==> src/rtl/regm_pkg.sv <==
package regm_pkg;
  typedef enum logic [2:0] {
    OP_HALT = 3'd0,
    OP_INC  = 3'd1,
    OP_DEC  = 3'd2,
    OP_CLR  = 3'd3,
    OP_CPY  = 3'd4,
    OP_JZ   = 3'd5,
    OP_JE   = 3'd6,
    OP_JMP  = 3'd7
  } opcode_e;

  typedef enum logic {PH_FETCH = 1'b0, PH_EXEC = 1'b1} phase_e;

  function automatic logic uses_a(opcode_e op);
    return (op != OP_HALT) && (op != OP_JMP);
  endfunction

  function automatic logic uses_b(opcode_e op);
    return (op == OP_CPY) || (op == OP_JE);
  endfunction
endpackage

==> src/rtl/regm_rom.sv <==
module regm_rom #(
  parameter int IW   = 18,
  parameter int PC_W = 5
) (
  input  logic            clk,
  input  logic            we,
  input  logic [PC_W-1:0] waddr,
  input  logic [IW-1:0]   wdata,
  input  logic [PC_W-1:0] raddr,
  output logic [IW-1:0]   rdata
);
  localparam int DEPTH = 1 << PC_W;
  logic [IW-1:0] mem [DEPTH];

  always_ff @(posedge clk) begin
    if (we) mem[waddr] <= wdata;
  end

  assign rdata = mem[raddr];
endmodule

==> src/rtl/regm_regfile.sv <==
module regm_regfile #(
  parameter int DATA_W = 8,
  parameter int NREGS  = 16,
  parameter int NRD    = 5,
  localparam int RA_W  = $clog2(NREGS)
) (
  input  logic                         clk,
  input  logic                         rst_n,
  input  logic [NRD-1:0][RA_W-1:0]     ridx,
  output logic [NRD-1:0][DATA_W-1:0]   rdata,
  input  logic                         we,
  input  logic [RA_W-1:0]              waddr,
  input  logic [DATA_W-1:0]            wdata
);
  logic [DATA_W-1:0] regs [NREGS];

  always_ff @(posedge clk) begin
    if (!rst_n) begin
      for (int i = 0; i < NREGS; i++) regs[i] <= '0;
    end else if (we) begin
      regs[waddr] <= wdata;
    end
  end

  for (genvar g = 0; g < NRD; g++) begin : g_rd
    assign rdata[g] = regs[ridx[g]];
  end
endmodule

==> src/rtl/regm_resolve.sv <==
module regm_resolve #(
  parameter int DATA_W = 8,
  parameter int NREGS  = 16,
  localparam int RA_W  = $clog2(NREGS)
) (
  input  logic [RA_W-1:0]   fld,
  input  logic              ind,
  input  logic [DATA_W-1:0] ptr_val,
  output logic [RA_W-1:0]   eff,
  output logic              bad
);
  localparam logic [DATA_W:0] LIMIT = (DATA_W+1)'(NREGS);
  logic [DATA_W-1:0] full;

  assign full = ind ? ptr_val : DATA_W'(fld);
  assign bad  = {1'b0, full} >= LIMIT;
  assign eff  = full[RA_W-1:0];
endmodule

==> src/rtl/regm_core.sv <==
module regm_core #(
  parameter int DATA_W = 8,
  parameter int NREGS  = 16,
  parameter int PC_W   = 5,
  localparam int RA_W  = $clog2(NREGS),
  localparam int IW    = 3 + 2 * (RA_W + 1) + PC_W
) (
  input  logic              clk,
  input  logic              rst_n,
  input  logic              ld_en,
  input  logic [PC_W-1:0]   ld_addr,
  input  logic [IW-1:0]     ld_word,
  output logic              halted,
  output logic              fault,
  output logic [PC_W-1:0]   ip,
  input  logic [RA_W-1:0]   dbg_sel,
  output logic [DATA_W-1:0] dbg_val
);
  import regm_pkg::*;

  localparam logic [DATA_W-1:0] VMAX = '1;

  logic [IW-1:0] word;
  opcode_e       op_w, op_q;
  logic [1:0]    ind_w;
  logic [1:0][RA_W-1:0] fld_w, eff;
  logic [1:0]    bad;
  logic [PC_W-1:0] z_q;
  logic [RA_W-1:0] ea_q, eb_q;
  logic          bad_q;
  phase_e        phase;
  logic          exec;

  logic [4:0][RA_W-1:0]   ridx;
  logic [4:0][DATA_W-1:0] rval;
  logic [DATA_W-1:0]      va, vb, wdata;
  logic                   we;

  regm_rom #(.IW(IW), .PC_W(PC_W)) rom_i (
    .clk(clk), .we(ld_en), .waddr(ld_addr), .wdata(ld_word),
    .raddr(ip), .rdata(word)
  );

  // Field split of the fetched word.
  assign op_w     = opcode_e'(word[IW-1 -: 3]);
  assign ind_w[0] = word[IW-4];
  assign fld_w[0] = word[IW-5 -: RA_W];
  assign ind_w[1] = word[IW-5-RA_W];
  assign fld_w[1] = word[IW-6-RA_W -: RA_W];

  // Read ports: 0/1 pointer reads, 2/3 target reads, 4 debug.
  assign ridx = {dbg_sel, eb_q, ea_q, fld_w[1], fld_w[0]};
  assign va = rval[2];
  assign vb = rval[3];
  assign dbg_val = rval[4];

  regm_regfile #(.DATA_W(DATA_W), .NREGS(NREGS), .NRD(5)) rf_i (
    .clk(clk), .rst_n(rst_n), .ridx(ridx), .rdata(rval),
    .we(we), .waddr(ea_q), .wdata(wdata)
  );

  for (genvar g = 0; g < 2; g++) begin : g_opnd
    regm_resolve #(.DATA_W(DATA_W), .NREGS(NREGS)) res_i (
      .fld(fld_w[g]), .ind(ind_w[g]), .ptr_val(rval[g]),
      .eff(eff[g]), .bad(bad[g])
    );
  end

  assign exec = (phase == PH_EXEC) && !halted;

  always_comb begin
    we    = 1'b0;
    wdata = va;
    if (exec && !bad_q) begin
      unique case (op_q)
        OP_INC: begin we = 1'b1; wdata = (va == VMAX) ? VMAX : va + 1'b1; end
        OP_DEC: begin we = 1'b1; wdata = (va == '0) ? '0 : va - 1'b1; end
        OP_CLR: begin we = 1'b1; wdata = '0; end
        OP_CPY: begin we = 1'b1; wdata = vb; end
        default: ;
      endcase
    end
  end

  always_ff @(posedge clk) begin
    if (!rst_n) begin
      phase  <= PH_FETCH;
      ip     <= '0;
      halted <= 1'b0;
      fault  <= 1'b0;
      op_q   <= OP_HALT;
      z_q    <= '0;
      ea_q   <= '0;
      eb_q   <= '0;
      bad_q  <= 1'b0;
    end else if (!halted) begin
      if (phase == PH_FETCH) begin
        op_q  <= op_w;
        z_q   <= word[PC_W-1:0];
        ea_q  <= eff[0];
        eb_q  <= eff[1];
        bad_q <= (uses_a(op_w) && bad[0]) || (uses_b(op_w) && bad[1]);
        phase <= PH_EXEC;
      end else begin
        phase <= PH_FETCH;
        if (bad_q) begin
          fault  <= 1'b1;
          halted <= 1'b1;
        end else begin
          unique case (op_q)
            OP_HALT: halted <= 1'b1;
            OP_JMP:  ip <= z_q;
            OP_JZ:   ip <= (va == '0) ? z_q : ip + 1'b1;
            OP_JE:   ip <= (va == vb) ? z_q : ip + 1'b1;
            default: ip <= ip + 1'b1;
          endcase
        end
      end
    end
  end

  a_r11_halt_freeze: assert property (@(posedge clk) disable iff (!rst_n)
    halted |=> halted && $stable(ip));

  a_r12_fault_halts: assert property (@(posedge clk) disable iff (!rst_n)
    fault |-> halted);

  a_r12_no_move_on_fault: assert property (@(posedge clk) disable iff (!rst_n)
    (exec && bad_q) |=> fault && $stable(ip));

  a_r2_single_exec: assert property (@(posedge clk) disable iff (!rst_n)
    exec |=> !exec);

  a_r8_jz_taken: assert property (@(posedge clk) disable iff (!rst_n)
    (exec && !bad_q && op_q == OP_JZ && va == '0) |=> ip == $past(z_q));

  a_r3_inc_step: assert property (@(posedge clk) disable iff (!rst_n)
    (exec && !bad_q && op_q == OP_INC) |=> ip == PC_W'($past(ip) + 1'b1));
endmodule

==> config.mk <==
export PLATFORM = sky130hd
export DESIGN_NAME = regm_core
export DESIGN_NICKNAME = d
export VERILOG_FILES = /design/src/rtl/regm_pkg.sv /design/src/rtl/regm_rom.sv /design/src/rtl/regm_regfile.sv /design/src/rtl/regm_resolve.sv /design/src/rtl/regm_core.sv
export SDC_FILE = /design/constraint.sdc
export NUM_CORES = 1
export LEC_CHECK = 0
export BUFFER_PORTS_ARGS = -buffer_cell sky130_fd_sc_hd__buf_2
export CORE_MARGIN = 5
export CORE_UTILIZATION = 61
export CTS_BUF_LIST = sky130_fd_sc_hd__clkbuf_8
export DETAILED_ROUTE_END_ITERATION = 6
export PLACE_DENSITY = 0.75
export SKIP_CTS_REPAIR_TIMING = 1
export SLEW_MARGIN = 30
export SYNTH_ARGS = -nofsm -noshare
export SYNTH_HDL_FRONTEND = slang
export SYNTH_SLANG_ARGS = --single-unit
export TNS_END_PERCENT = 30
==> constraint.sdc <==
create_clock -name clk -period 5.2 [get_ports clk]
set_input_delay 0.78 -clock clk [delete_from_list [all_inputs] [get_ports clk]]
set_output_delay 0.78 -clock clk [all_outputs]
set_load 0.05 [all_outputs]
==> impl_metrics.env <==
export IMPL_yosys_warnings=0
export IMPL_die_height_um=244
export IMPL_finalHoldWorstSlack_ns=0.477
export IMPL_timing_reg2reg_worst_path_depth=10
export IMPL_final_report_max_slew_violation_count=0
export IMPL_num_vias=19221
export IMPL_setup_violations=0
export IMPL_synthCells=1833
export IMPL_report_final_hold_viol_count=0
export IMPL_path_cells="buf_4 > mux4_2 > a22oi_2 > nand2_2 > or4_1 > o211ai_4 > a21oi_1 > a211o_1 > o21ai_2 > nor2_1"
export IMPL_drc=0
export IMPL_slowest_stage="sky130_fd_sc_hd__dfxtp_2"
export IMPL_antennaDiodeCount=0
export IMPL_fp_dieArea_mm2=0.0594
export IMPL_grt_pass1_wl_um=129000
export IMPL_synth_area_leaders="sky130_fd_sc_hd__edfxtp_1 (63%), sky130_fd_sc_hd__mux4_2 (19%), sky130_fd_sc_hd__mux2i_1 (3.6%)"
export IMPL_seq_area_frac_synth_pct=65.7
export IMPL_cp_num_buf_inv=1
export IMPL_p_int_mw=11.2
export IMPL_critPathTopFamily="compound AO/OA/AOI/OAI gates"
export IMPL_total_power_divided_by_cell_area_mw_per_mm2=463
export IMPL_synth_top_cell_area_share_pct=63.5
export IMPL_h_tree_depth=3
export IMPL_final_period_utilization_pct=85.0
export IMPL_synth_seq_cells=742
export IMPL_grt_setup_unrepaired="no"
export IMPL_sequential_cell_area_mm2=0.0219
export IMPL_design_area_mm2=0.0367
export IMPL_starting_density_of_the_core_pct=61.8
export IMPL_clk_insertion_delay_late_ns=0.73
export IMPL_comb_power_share_pct=31.3
export IMPL_route_final_wire_length_um=87700
export IMPL_timing_critical_path_fanout_max=21
export IMPL_dr_pass1_iters=6
export IMPL_viasPerCell=7.01
export IMPL_post_synthesis_net_count=1867
export IMPL_layout_min_cycle_time_ns=4.42
export IMPL_type_of_the_most_critical_hold_path="flop to flop"
export IMPL_std_cell_rows=85
export IMPL_placeableCoreArea_mm2=0.0539
export IMPL_tns_ns=0
export IMPL_timing_worst_slew_pin_value_ns=0.969
export IMPL_critPathArrivalTime_ns=4.87
export IMPL_final_nets=1991
export IMPL_peakVddDrop_mv=0.272
export IMPL_cts_tree="yes"
export IMPL_gp_congestion=0.962
export IMPL_max_cap_violations=0
export IMPL_crit_path_end_kind="flop"
export IMPL_clk_pin_slew_ns=0.06
export IMPL_drive_above_1_share_pct=30.7
export IMPL_max_freq_mhz=226
export IMPL_synthesis_area_per_instance_um2=18.2
export IMPL_pwr_share_seq_pct=42.5
export IMPL_cts_root_buf="sky130_fd_sc_hd__clkbuf_8"
export IMPL_power_net_switching_mw=5.73
export IMPL_globalRoute_totalOverflow=0
export IMPL_synth_ff_type="sky130_fd_sc_hd__edfxtp_1"
export IMPL_drtIter0Drc=2617
export IMPL_clockBufferDepth=3
export IMPL_io_buffers=44
export IMPL_power_frac_clock_pct=26.2
export IMPL_netlist_top_cell_by_area="sky130_fd_sc_hd__edfxtp_1"
export IMPL_first_global_vias=19431
export IMPL_leakage_nw=12.0
export IMPL_synth_edf_count=704
export IMPL_multiInputGateArea_mm2=0.0109
export IMPL_grt_antenna_before_repair=2
export IMPL_logic_depth_of_the_worst_path_buffers_included=10
export IMPL_min_delay_path_depth=1
export IMPL_placed_cell_area_mm2=0.0346
export IMPL_run_status="completed"
export IMPL_die_width_um=244
export IMPL_ys_types=70
export IMPL_ant_nets=0
export IMPL_design_portCount=45
export IMPL_power_mw=17.0
export IMPL_asyncSetResetFlopFracSynth_pct=0
export IMPL_slew_headroom_pct=35.3
export IMPL_synth_area_mm2=0.0333
export IMPL_final_fill_count=3403
export IMPL_netSwitchingFraction_pct=33.8
export IMPL_cts_sinks=742
export IMPL_syn_to_final_growth_pct=10.1
export IMPL_groute_usage_overall_pct=29.7
export IMPL_skew_ns=0.0754
export IMPL_avgRoutedWirePerCell_um=32.0
export IMPL_worst_endpoint_required_ns=5.65
export IMPL_detailedPlacementHpwl_um=56000
export IMPL_grt_start_max_net_pins=47
export IMPL_worstSetupStartpointType="flop"
export IMPL_critical_path_max_stage_delay_ns=0.79
export IMPL_cts_inserted_buffers=112
export IMPL_worst_setup_path_type="flop to flop"
==> placed cells by master (no fill, tap or decap), types with 6 or more instances in the layout <==
cell / count
sky130_fd_sc_hd__dfxtp_1: 31
sky130_fd_sc_hd__o211ai_1: 7
sky130_fd_sc_hd__nor2_2: 43
sky130_fd_sc_hd__nand3_1: 35
sky130_fd_sc_hd__inv_1: 41
sky130_fd_sc_hd__o211a_1: 8
sky130_fd_sc_hd__nor3_1: 9
sky130_fd_sc_hd__nor2_1: 151
sky130_fd_sc_hd__or4_1: 6
sky130_fd_sc_hd__nand3b_1: 8
sky130_fd_sc_hd__nand2_1: 75
sky130_fd_sc_hd__clkinv_2: 12
sky130_fd_sc_hd__mux2i_4: 6
sky130_fd_sc_hd__xor2_1: 7
sky130_fd_sc_hd__mux2_1: 14
sky130_fd_sc_hd__o21a_1: 7
sky130_fd_sc_hd__nor2b_1: 10
sky130_fd_sc_hd__o21ai_0: 13
sky130_fd_sc_hd__a211oi_1: 7
sky130_fd_sc_hd__mux4_2: 284
sky130_fd_sc_hd__clkinv_1: 35
sky130_fd_sc_hd__mux2i_1: 116
sky130_fd_sc_hd__o21ai_1: 9
sky130_fd_sc_hd__edfxtp_1: 704
sky130_fd_sc_hd__nor4_1: 21
sky130_fd_sc_hd__clkbuf_8: 114
sky130_fd_sc_hd__buf_2: 44
sky130_fd_sc_hd__buf_4: 82
sky130_fd_sc_hd__a22oi_1: 19
sky130_fd_sc_hd__a21oi_1: 27
==> cells in the mapped netlist, drive strengths merged (3+ instances only) <==
cell type	n
o211ai	8
clkbuf	47
buf	70
nand2	77
mux2i	122
nor2b	10
inv	9
nor2	194
a31oi	5
o21a	7
o22ai	3
or3b	3
mux4	284
and2	5
o21ai	26
xnor2	5
edfxtp	704
dfxtp	38
o211a	8
a211o	3
nand3	35
a21oi	28
mux2	19
or4	6
a211oi	8
a22oi	21
xor2	7
nand3b	8
nor3	10
o21bai	3
ha	4
nand4	5
and3	3
nor4	21
==> layout make-up <==
class | count | area share (%)
clock inverter | 89 | 1.34
inverter | 9 | 0.0921
timing repair buffer | 127 | 2.33
tap | 696 | 2.37
multi-input combinational | 965 | 29.8
clock buffer | 114 | 4.28
sequential | 742 | 59.8
==> cell families (layout without fill, tap and decap cells) <==
group	Yosys count	in the layout	synth area share [%]
flops	742	742	65.7
mux	425	425	23.6
simple gates	387	387	5.27
compound gates	137	137	3.04
buf+inv	126	339	1.87
xor+xnor	12	12	0.315
fa+ha+maj	4	4	0.150
==> stage by stage <==
stage               worst slack, ns  instances  util (%)
floorplan                      1.69       1833         -
global placement              0.900       2539      64.2
detailed placement            0.754       2539      64.2
CTS                           0.703       2742      68.0
global route                  0.503       2742      68.0
finish                        0.781       2742      68.0
==> worst paths after layout <==
kind / startpoint / to / slack [ns]
worst max-delay path: flop / rf_i.regs[14][0] / 0.78
worst min-delay path: fault / fault / 0.48
worst max register to register: flop / rf_i.regs[14][0] / 0.78
worst min register to register: fault / fault / 0.48
==> per-layer routing <==
layer / GRT usage [%] / part of all wire, % / up-vias
met5: 0 / 0.031 / -
met4: 14.1 / 5.7 / 4
met3: 7.05 / 11 / 272
met2: 47.0 / 48 / 1384
met1: 39.8 / 35 / 9747
li1: - / - / 7814
==> power groups by stage <==
stage | Sequential [mW] | Clock [mW] | Combinational, mW
after floorplan | 7.01 | 0 | 4.05
after global placement | 7.32 | 0 | 5.14
after detailed placement | 7.34 | 0 | 5.21
after CTS | 7.21 | 4.49 | 5.23
after global routing | 7.26 | 4.80 | 5.58
final | 7.21 | 4.45 | 5.31
==> flip-flops by register name, indices dropped and copies added (netlist names), named ones only <==
register and count:
z_q 5, ip 5, eb_q 4, rom_i.mem 576, op_q 3, halted 1
rf_i.regs 128, phase 1, fault 1, ea_q 4, bad_q 1
==> worst reg2reg max path, cell delays in order (launching register included) <==
cell and delay, ns:
sky130_fd_sc_hd__dfxtp_2 0.79, sky130_fd_sc_hd__buf_4 0.39, sky130_fd_sc_hd__mux4_2 0.55, sky130_fd_sc_hd__a22oi_2 0.32, sky130_fd_sc_hd__nand2_2 0.19, sky130_fd_sc_hd__or4_1 0.66
sky130_fd_sc_hd__o211ai_4 0.38, sky130_fd_sc_hd__a21oi_1 0.11, sky130_fd_sc_hd__a211o_1 0.36, sky130_fd_sc_hd__o21ai_2 0.28, sky130_fd_sc_hd__nor2_1 0.11
(Power assumes the default switching activity.)
